[src/rtl/hss_pkg.sv]
package hss_pkg;

    typedef enum logic [1:0] {
        OP_SEEK     = 2'd0,
        OP_RST_STEP = 2'd1,
        OP_RST_RTZ  = 2'd2
    } hss_op_t;

    typedef enum logic [3:0] {
        S_IDLE, S_CHECK, S_SETUP, S_PULSE, S_RZP, S_GAP, S_R_LOW,
        S_R_HIGH, S_HOLD, S_WAIT_SC, S_SETTLE, S_FIN_OK, S_FIN_ERR
    } hss_state_t;

endpackage

[src/rtl/hss_timer.sv]
module hss_timer #(
    parameter int W = 8
) (
    input  logic         clk,
    input  logic         rst_n,
    input  logic         ld,
    input  logic [W-1:0] val,
    output logic         zero
);
    logic [W-1:0] cnt_q;

    always_ff @(posedge clk) begin
        if (!rst_n)            cnt_q <= '0;
        else if (ld)           cnt_q <= val;
        else if (cnt_q != '0)  cnt_q <= cnt_q - 1'b1;
    end

    assign zero = (cnt_q == '0);
endmodule

[src/rtl/hss_trk_cmp.sv]
module hss_trk_cmp #(
    parameter int TRK_W = 16,
    parameter int N     = 2
) (
    input  logic                      clk,
    input  logic                      rst_n,
    input  logic [TRK_W-1:0]          cur,
    input  logic [N-1:0][TRK_W-1:0]   thr,
    output logic [N-1:0]              ge
);
    for (genvar i = 0; i < N; i++) begin : g_cmp
        always_ff @(posedge clk) begin
            if (!rst_n) ge[i] <= 1'b0;
            else        ge[i] <= (cur >= thr[i]);
        end
    end
endmodule

[src/rtl/head_seek_seq.sv]
module head_seek_seq
    import hss_pkg::*;
#(
    parameter int TRK_W  = 16,
    parameter int TIM_W  = 8,
    parameter int MARGIN = 4
) (
    input  logic             clk,
    input  logic             rst_n,
    input  logic             cmd_go,
    input  logic [1:0]       cmd_op,
    input  logic [TRK_W-1:0] cmd_trk,
    input  logic [TIM_W-1:0] step_w,
    input  logic [TIM_W-1:0] step_gap,
    input  logic [TIM_W-1:0] settle_cnt,
    input  logic [TRK_W-1:0] rst_max,
    input  logic [TRK_W-1:0] pcomp_trk,
    input  logic [TRK_W-1:0] rwc_trk,
    input  logic             sk_cmp_i,
    input  logic             trk0_i,
    output logic             step_o,
    output logic             dir_o,
    output logic             rtz_o,
    output logic             busy_o,
    output logic             done_o,
    output logic             err_o,
    output logic [TRK_W-1:0] cur_trk_o,
    output logic             pcen_o,
    output logic             rwc_o
);
    localparam logic [TIM_W-1:0] MRG_LD  = TIM_W'(MARGIN - 1);
    localparam logic [TRK_W-1:0] TRK_ONE = TRK_W'(1);

    hss_state_t       state_q, state_d;
    hss_op_t          mode_q, op_in;
    logic             dir_q;
    logic [TRK_W-1:0] cur_q, tgt_q, rem_q, nstep_q, lim;
    logic             tmr_ld, tmr_zero;
    logic [TIM_W-1:0] tmr_val;
    logic [1:0]       ge;

    function automatic logic [TIM_W-1:0] len_m1(input logic [TIM_W-1:0] n);
        return (n == '0) ? '0 : n - 1'b1;
    endfunction

    assign op_in = (cmd_op == 2'd3) ? OP_SEEK : hss_op_t'(cmd_op);
    assign lim   = (rst_max == '0) ? TRK_ONE : rst_max;

    hss_timer #(.W(TIM_W)) u_tmr (
        .clk(clk), .rst_n(rst_n), .ld(tmr_ld), .val(tmr_val), .zero(tmr_zero)
    );

    hss_trk_cmp #(.TRK_W(TRK_W), .N(2)) u_cmp (
        .clk(clk), .rst_n(rst_n), .cur(cur_q), .thr({rwc_trk, pcomp_trk}), .ge(ge)
    );

    // next state and timer loads
    always_comb begin
        state_d = state_q;
        tmr_ld  = 1'b0;
        tmr_val = '0;
        unique case (state_q)
            S_IDLE:    if (cmd_go) state_d = S_CHECK;
            S_CHECK: begin
                tmr_ld = 1'b1;
                if (!sk_cmp_i) begin
                    state_d = S_FIN_ERR;
                end else if (mode_q == OP_SEEK && tgt_q == cur_q) begin
                    state_d = S_SETTLE;
                    tmr_val = len_m1(settle_cnt);
                end else begin
                    state_d = S_SETUP;
                    tmr_val = MRG_LD;
                end
            end
            S_SETUP: if (tmr_zero) begin
                state_d = (mode_q == OP_RST_RTZ) ? S_RZP : S_PULSE;
                tmr_ld  = 1'b1;
                tmr_val = len_m1(step_w);
            end
            S_PULSE: if (tmr_zero) begin
                if (mode_q != OP_SEEK) begin
                    state_d = S_R_LOW;
                end else if (rem_q == '0) begin
                    state_d = S_HOLD;
                    tmr_ld  = 1'b1;
                    tmr_val = MRG_LD;
                end else begin
                    state_d = S_GAP;
                    tmr_ld  = 1'b1;
                    tmr_val = len_m1(step_gap);
                end
            end
            S_RZP:   if (tmr_zero) state_d = S_R_LOW;
            S_GAP: if (tmr_zero) begin
                state_d = S_PULSE;
                tmr_ld  = 1'b1;
                tmr_val = len_m1(step_w);
            end
            S_R_LOW: if (!sk_cmp_i) state_d = S_R_HIGH;
            S_R_HIGH: if (sk_cmp_i) begin
                if (trk0_i) begin
                    state_d = S_HOLD;
                    tmr_ld  = 1'b1;
                    tmr_val = MRG_LD;
                end else if (mode_q == OP_RST_STEP && nstep_q >= lim) begin
                    state_d = S_FIN_ERR;
                end else begin
                    state_d = S_GAP;
                    tmr_ld  = 1'b1;
                    tmr_val = len_m1(step_gap);
                end
            end
            S_HOLD:  if (tmr_zero) state_d = S_WAIT_SC;
            S_WAIT_SC: if (sk_cmp_i) begin
                state_d = S_SETTLE;
                tmr_ld  = 1'b1;
                tmr_val = len_m1(settle_cnt);
            end
            S_SETTLE:  if (tmr_zero) state_d = S_FIN_OK;
            S_FIN_OK:  state_d = S_IDLE;
            S_FIN_ERR: state_d = S_IDLE;
            default:   state_d = S_IDLE;
        endcase
    end

    // state register
    always_ff @(posedge clk) begin
        if (!rst_n) state_q <= S_IDLE;
        else        state_q <= state_d;
    end

    // command, direction and track registers
    always_ff @(posedge clk) begin
        if (!rst_n) begin
            mode_q  <= OP_SEEK;
            dir_q   <= 1'b0;
            cur_q   <= '0;
            tgt_q   <= '0;
            rem_q   <= '0;
            nstep_q <= '0;
        end else begin
            if (state_q == S_IDLE && cmd_go) begin
                mode_q  <= op_in;
                tgt_q   <= cmd_trk;
                nstep_q <= '0;
                dir_q   <= (op_in == OP_SEEK) && (cmd_trk > cur_q);
                rem_q   <= (cmd_trk > cur_q) ? cmd_trk - cur_q : cur_q - cmd_trk;
            end
            if (state_d == S_PULSE && state_q != S_PULSE) begin
                if (mode_q == OP_SEEK) begin
                    rem_q <= rem_q - 1'b1;
                    cur_q <= dir_q ? cur_q + 1'b1 : cur_q - 1'b1;
                end else begin
                    nstep_q <= nstep_q + 1'b1;
                    cur_q   <= (cur_q == '0) ? '0 : cur_q - 1'b1;
                end
            end
            if (state_q == S_R_HIGH && sk_cmp_i) begin
                if (trk0_i)                        cur_q  <= '0;
                else if (mode_q == OP_RST_RTZ)     mode_q <= OP_RST_STEP;
            end
        end
    end

    // outputs
    always_comb begin
        step_o    = (state_q == S_PULSE);
        rtz_o     = (state_q == S_RZP);
        busy_o    = (state_q != S_IDLE);
        done_o    = (state_q == S_FIN_OK);
        err_o     = (state_q == S_FIN_ERR);
        dir_o     = dir_q;
        cur_trk_o = cur_q;
        pcen_o    = ge[0];
        rwc_o     = ge[1];
    end

    // checks
    logic       moving;
    logic [1:0] age_q;
    assign moving = state_q inside {S_SETUP, S_PULSE, S_RZP, S_GAP, S_R_LOW, S_R_HIGH, S_HOLD};

    always_ff @(posedge clk) begin
        if (!rst_n)             age_q <= '0;
        else if (age_q != 2'd3) age_q <= age_q + 1'b1;
    end

    a_r4_dir_stable: assert property (@(posedge clk) disable iff (!rst_n)
        moving && $past(moving) |-> $stable(dir_o));

    a_r5_sc_gate: assert property (@(posedge clk) disable iff (!rst_n)
        state_q == S_CHECK && !sk_cmp_i |=> err_o && !step_o);

    a_r8_restore_outward: assert property (@(posedge clk) disable iff (!rst_n)
        mode_q != OP_SEEK && step_o |-> !dir_o);

    a_r9_step_budget: assert property (@(posedge clk) disable iff (!rst_n)
        $rose(step_o) && mode_q == OP_RST_STEP |-> nstep_q <= lim);

    a_r10_no_overlap: assert property (@(posedge clk) disable iff (!rst_n)
        !(step_o && rtz_o));

    a_r1_busy_ignore: assert property (@(posedge clk) disable iff (!rst_n)
        busy_o && cmd_go |=> $stable(tgt_q));

    a_r11_idle_enables: assert property (@(posedge clk) disable iff (!rst_n)
        age_q == 2'd3 && $past(!busy_o, 2) && $past(!busy_o)
        && $past($stable(pcomp_trk)) && $past($stable(rwc_trk))
        |-> $stable({pcen_o, rwc_o}));
endmodule

[config.mk]
export PLATFORM = sky130hd
export DESIGN_NAME = head_seek_seq
export DESIGN_NICKNAME = d
export VERILOG_FILES = /design/src/rtl/hss_pkg.sv /design/src/rtl/hss_timer.sv /design/src/rtl/hss_trk_cmp.sv /design/src/rtl/head_seek_seq.sv
export SDC_FILE = /design/constraint.sdc
export NUM_CORES = 1
export LEC_CHECK = 0
export CORE_UTILIZATION = 51
export CTS_CLUSTER_SIZE = 10
export DETAILED_ROUTE_END_ITERATION = 8
export PLACE_DENSITY = 0.79
export SLEW_MARGIN = 10
export SYNTH_ARGS = -nofsm -noshare
export SYNTH_HDL_FRONTEND = slang
export SYNTH_SLANG_ARGS = --single-unit
[constraint.sdc]
create_clock -name clk -period 4.34 [get_ports clk]
set_clock_uncertainty 0.2 [all_clocks]
set_input_delay 0.868 -clock clk [delete_from_list [all_inputs] [get_ports clk]]
set_output_delay 0.868 -clock clk [all_outputs]
set_load 0.02 [all_outputs]
* Word-level counts from Yosys, hierarchy flattened *
Cells that the tools add are included.

storage, ports and cells
  RAM bits = 0
  latch bits = 0
  ROM bits = 0
  memories = 0
  bits in registers = 81

operators by class
  reductions and logical operators = 21
  divide/modulo/power cells = 0
  shifts and indexed selects = 0
  magnitude comparators = 4
  bitwise gates (word level) = 0
  equal/unequal tests = 18
  add/subtract/negate cells = 10
  multiply operators = 0
  muxes and demuxes = 61

operators with widths
  cell                   count
  $mux 16                14
  $mux 8                 15
  $mux 4                 16
  $ge 16x16->1           3
  $logic_not 16->1       3
  $pmux 4 s11            1
  $pmux 8 s5             1
  $add 16x1->16 const B  2
  $logic_not 8->1        4
  $sub 16x1->16 const B  2
  $sub 16x16->16         2
  $sub 8x1->8 const B    4
  $eq 4x4->1 const B     5
  $eq 16x16->1           1
  $eq 4x3->1 const B     4
  $gt 16x16->1           1
  $eq 4x2->1 const B     3
  $mux 2                 5
  $reduce_bool 8->1      1
  $mux 1                 7
  $logic_and 1x1->1      6
  $pmux 1 s5             1
  $eq 2x2->1 const B     2
  $eq 4x1->1 const B     1
  8 further kinds        10

* Longest topological paths before layout *
  depth in word-level cells = 13
  mapped depth = 14
  mapped depth without buffers = 12

* Modules after synthesis *
Synthesis repeated with hierarchy kept, for this count alone.

unflattened totals
  cells, all modules = 1146
  area total of the unflattened synthesis = 8385.5 um^2

modules (own cells, without submodules)
  module         cells an instance  area each (um^2)  instances  sequential area each (um^2)
  head_seek_seq  977                7091.8            1          1421.4
  hss_trk_cmp    118                835.8             1          40.0
  hss_timer      51                 457.9             1          160.2

* Worst setup path after synthesis *
Ideal clock, no wire load.

  path kind = input -> register
  from = input port cmd_trk[10]
  to = register rem_q[15]
  data arrival time = 4014 ps
  required time = 4045 ps
  cell stages on the path = 12
  path slack = 31 ps
  setup time = 95 ps
  path buffers = 2
  cell sequence = inv_1 -> ha_1 -> clkbuf_1 -> nand4_1 -> or3_1 -> nor4_1 -> or2_2 -> clkbuf_1 -> a211oi_1 -> a311oi_1 -> xor2_1 -> a221oi_1

on the way
  longest elaborated chain between the ends = 5

RTL lines
  what                                                   RTL line              RTL
  start: declaration                                     head_seek_seq.sv:12   input logic [TRK_W-1:0] cmd_trk,
  $sub 16x16->16 / $gt 16x16->1 (equally long branches)  head_seek_seq.sv:148  rem_q <= (cmd_trk > cur_q) ? cmd_trk - cur_q : cur_q - cmd_trk;
  $mux 16 *                                              head_seek_seq.sv:148
  $mux 16 *                                              head_seek_seq.sv:143  if (state_q == S_IDLE && cmd_go) begin
  $mux 16                                                head_seek_seq.sv:151  if (mode_q == OP_SEEK) begin
  $mux 16 *                                              head_seek_seq.sv:150  if (state_d == S_PULSE && state_q != S_PULSE) begin
  end signal: assignment                                 head_seek_seq.sv:148
  end signal: assignment                                 head_seek_seq.sv:152  rem_q <= rem_q - 1'b1;
  end: declaration                                       head_seek_seq.sv:37   logic [TRK_W-1:0] cur_q, tgt_q, rem_q, nstep_q, lim;

Every way passes the cells marked *; elsewhere a longest branch is shown, timed or not.
A chain may end at the register's enable or synchronous reset.

* Worst setup path after layout *
  from = input port rst_max[15]
  to = register rem_q[12]

on the way
  longest elaborated chain between the ends = 11

RTL lines
  what                 RTL line              RTL
  start: declaration   head_seek_seq.sv:16   input logic [TRK_W-1:0] rst_max,
  $logic_not 16->1     head_seek_seq.sv:47   assign lim = (rst_max == '0) ? TRK_ONE : rst_max;
  $mux 16 *            head_seek_seq.sv:47
  $ge 16x16->1 *       head_seek_seq.sv:106  end else if (mode_q == OP_RST_STEP && nstep_q >= lim) begin
  $logic_and 1x1->1 *  head_seek_seq.sv:106
  $mux 4 *             head_seek_seq.sv:106
  $mux 4 *             head_seek_seq.sv:102  if (trk0_i) begin
  $mux 4 *             head_seek_seq.sv:101  S_R_HIGH: if (sk_cmp_i) begin
  $pmux 4 s11 *        head_seek_seq.sv:62   unique case (state_q)
  $eq 4x2->1 *         head_seek_seq.sv:150
  $logic_and 1x1->1 *  head_seek_seq.sv:150
  $mux 16 *            head_seek_seq.sv:150

Marked as above.

==> run summary <==
The total clock sinks came out at 81. Leaving out fill and tap cells, the most frequent cell in the layout is sky130_fd_sc_hd__clkdlybuf4s50_1. In the layout the commonest cells are 118 x sky130_fd_sc_hd__clkdlybuf4s50_1, 105 x sky130_fd_sc_hd__inv_1, 103 x sky130_fd_sc_hd__nand2_1. Among all stages on the critical path, the largest delay is contributed by sky130_fd_sc_hd__or3_1.

The number of ports placed on the die boundary is 119. The TritonCTS buffer count is 9. The number of distinct standard cells referenced by the synthesized netlist came out at 74.

Traced cell by cell, the critical path runs through clkdlybuf4s50_1 > nor4_1 > a41o_1 > ha_1 > nor2b_1 > o21ai_0 > a21oi_2 > o41ai_4 > nand2_2 > a211oi_2 > buf_4 > or3_1 > buf_4 > or3_1 > a31oi_1. The number of antenna diodes is 0. The routed wire length is 24,200 µm.

For this run, the slowest stage of the critical path takes 0.46 ns. The pin count of the biggest net entering global routing is 55. Dividing total power by cell area gives a power density of 532 nW/µm². The register cell area after layout came out at 1620 µm². Leaving out filler cells and counting taps, the final layout contains 1,446. The number of nets in the finished design is 1,421. Setup repair after global routing left no endpoint under its margin.

The instance area at placement came out at 9790 µm². The y dimension of the die is 128 µm. The gate count of the mapped netlist came out at 1,096. The peak supply drop is 0.000353 V. The netlist area before placement is 8100 µm². The initial utilization of the core area, before any placement, comes to 0.527. The number of hold buffers added after CTS came out at 0. The number of nets handed over by synthesis was 1,286. The share of the Yosys chip area taken by registers is 0.200. The type of the most critical hold path is reg2reg. The data required time at the worst endpoint is 4.42 ns. Routability-driven placement finished with a final weighted congestion of 1.02. The first-pass GRT wire length is 39,200 µm. Before antenna repair, the detailed router went through 7 iterations. In this run the clock root is driven by a sky130_fd_sc_hd__clkbuf_16. Counting flops with a built-in enable in the synthesized netlist gives 0.

The post-DP HPWL came out at 18,300 µm. Of the cells placed in the final design, the portion with a size suffix greater than 1 is 0.0761. The number of fill cells is 1,344. The clock-pin slew on the worst setup and hold paths is 0.06 ns. The count of standard-cell rows came out at 45. The post-route fraction of the period consumed by the critical path is 0.950. Buffers added to address setup during post-CTS repair amount to 0. The routed layout has 8,819 vias.

The quantity of I/O buffers inserted on ports came out at 118. The number of antenna violations at the first check in global routing came out at 0. The utilization after layout came out at 0.660.

The TritonCTS clock tree is yes. The floorplan core area came out at 15,400 µm². The final setup violation count is 0. The upper clock frequency limit came out at 243 MHz.

The average instance area after synthesis came out at 7.39 µm². No sink is reached through more buffers than the 2 on the longest clock path. The cell total after placement is 1,431. The critical path in this run is classified as in2reg. The synthesis-to-finish area growth came out at 25.3%.

In this run the worst path has a maximum fanout of 10. The cell type group with the largest total delay on the critical path is simple AND/OR/NAND/NOR gates. The max-slew violation count came out at 0. The final count of hold timing violations is 0. The routed length per placed instance came out at 16.8 µm. The count of buffer and inverter cells on the critical path came out at 3. The number of routed nets with antenna violations is 0.

The worst path needs 4.12 ns of the cycle, external delays included. The final standard cell area without fillers came out at 10,100 µm². The worst slew margin relative to its limit came out at 0.306.

The async set-or-reset flop fraction in the synthesized netlist came out at 0. The static leakage power came out at 4.27 nW. The worst setup path is captured at a flip-flop. The clock latency at the later pin of the worst-skew pair came out at 0.36 ns. The die width is 128 µm. The run finished with clean final reports.

Among all flip-flop cells after synthesis, the most frequent one is sky130_fd_sc_hd__dfxtp_1. The number of vias per cell came out at 6.10. The tool flagged a number of max-cap violations equal to 0.

The worst hold margin is 0.269 ns. The flip-flop and latch count after synthesis came out at 81. STA classifies the critical path startpoint as a primary input. For this run, the number of Yosys warnings is 0. The signal arrival time at the worst endpoint is 4.20 ns. The floorplan die area is 16,400 µm². The aggregate global-route resource usage came out at 0.297. The number of DRC markers in iteration 0 is 688. For the pin with the worst max-slew slack, the measured transition is 1.04 ns. The via count of the first global-routing pass came out at 8,118.

CTS built an H-tree with a depth of 3. The leftover overflow at the end of global routing is 0. The post-detailed-route DRC marker count is 0.

The area occupied by multi-input gates came out at 5920 µm².
-- cells in the mapped netlist (16+ instances only) --
cell type / count / area [µm²]
sky130_fd_sc_hd__nand4_1: 22 / 138
sky130_fd_sc_hd__ha_1: 93 / 1160
sky130_fd_sc_hd__a31oi_1: 16 / 100
sky130_fd_sc_hd__nand3_1: 53 / 265
sky130_fd_sc_hd__clkbuf_1: 43 / 161
sky130_fd_sc_hd__a21oi_1: 83 / 415
sky130_fd_sc_hd__a21o_1: 17 / 128
sky130_fd_sc_hd__xor2_1: 17 / 149
sky130_fd_sc_hd__mux2i_1: 18 / 180
sky130_fd_sc_hd__nor4_1: 24 / 150
sky130_fd_sc_hd__nor2_1: 61 / 229
sky130_fd_sc_hd__dfxtp_1: 81 / 1620
sky130_fd_sc_hd__o21ai_0: 40 / 200
sky130_fd_sc_hd__xnor2_1: 36 / 315
sky130_fd_sc_hd__nand2b_1: 19 / 119
sky130_fd_sc_hd__inv_1: 105 / 394
sky130_fd_sc_hd__nand2_1: 104 / 390
sky130_fd_sc_hd__nor3_1: 41 / 205
-- power by group --
group	switching [mW]	total [mW]	leakage (nW)	internal, mW
Sequential	0.304	1.23	0.660	0.929
Clock	0.310	0.857	0.162	0.548
Combinational	1.86	3.31	3.45	1.45
-- worst min-delay path: stages, from the launching register on --
cell	delay (ns)
sky130_fd_sc_hd__dfxtp_1	0.32
sky130_fd_sc_hd__nand2_1	0.05
sky130_fd_sc_hd__a21oi_1	0.05
-- what timing repair did --
item                       4_1_cts  5_1_grt
gates resized for setup          1        4
setup endpoints to repair       24       29
cloned                           0        0
-- worst paths after layout --
| kind | start | end | slack [ns] | depth (start not counted) |
|---|---|---|---|---|
| max | rst_max[15] | rem_q[12]$_SDFF_PN0_ | 0.22 | 15 |
| min | tgt_q[13]$_SDFFE_PN0P_ | tgt_q[13]$_SDFFE_PN0P_ | 0.27 | 2 |
| max reg2reg | rem_q[0]$_SDFF_PN0_ | rem_q[12]$_SDFF_PN0_ | 0.30 | 12 |
| min reg2reg | tgt_q[13]$_SDFFE_PN0P_ | tgt_q[13]$_SDFFE_PN0P_ | 0.27 | 2 |
-- layer usage --
metal  up-vias  part of all wire  global-route usage  wire length, µm
met1      4062              0.43               0.374            10400
met2       437              0.47               0.504            11400
li1       4270                 -                   -                -
met4         0             0.024               0.116              585
met5         -                 0                   0                0
met3        50             0.076              0.0509             1840
-- stage by stage --
| step | setup TNS [ns] | setup WS [ns] | total power [mW] |
|---|---|---|---|
| floorplan | 0 | 0.0311 | 3.41 |
| global placement | -10.17 | -0.263 | 4.39 |
| detailed placement | -19.68 | -0.442 | 4.46 |
| CTS | 0 | 0.168 | 5.34 |
| global route | 0 | 0.000747 | 5.79 |
| finish | 0 | 0.218 | 5.40 |
-- cell type report --
type,count,share of cell area
Clock buffer,13,0.0266
Timing Repair Buffer,172,0.159
Sequential cell,81,0.160
Clock inverter,2,0.00592
Multi-Input combinational cell,861,0.584
Tap cell,211,0.0260
Inverter,106,0.0392
-- sequential cells by signal, summed over array words and instances, names as in the netlist --
| signal | count |
|---|---|
| state_q | 4 |
| cur_trk_o | 16 |
| mode_q | 2 |
| u_tmr.cnt_q | 8 |
| tgt_q | 16 |
| u_cmp.ge | 2 |
| rem_q | 16 |
| nstep_q | 16 |
| dir_o | 1 |
-- logic make-up (layout without fill, tap and decap cells) --
kind of cell    after synthesis  after routing  synth area share
compound gates              279            279             0.231
xor+xnor                     53             53            0.0573
fa+ha+maj                    95             95             0.149
buf+inv                     154            293            0.0726
flops                        81             81             0.200
mux                          21             21            0.0264
simple gates                413            413             0.263
Note: power is estimated with default switching activity, not from simulation.
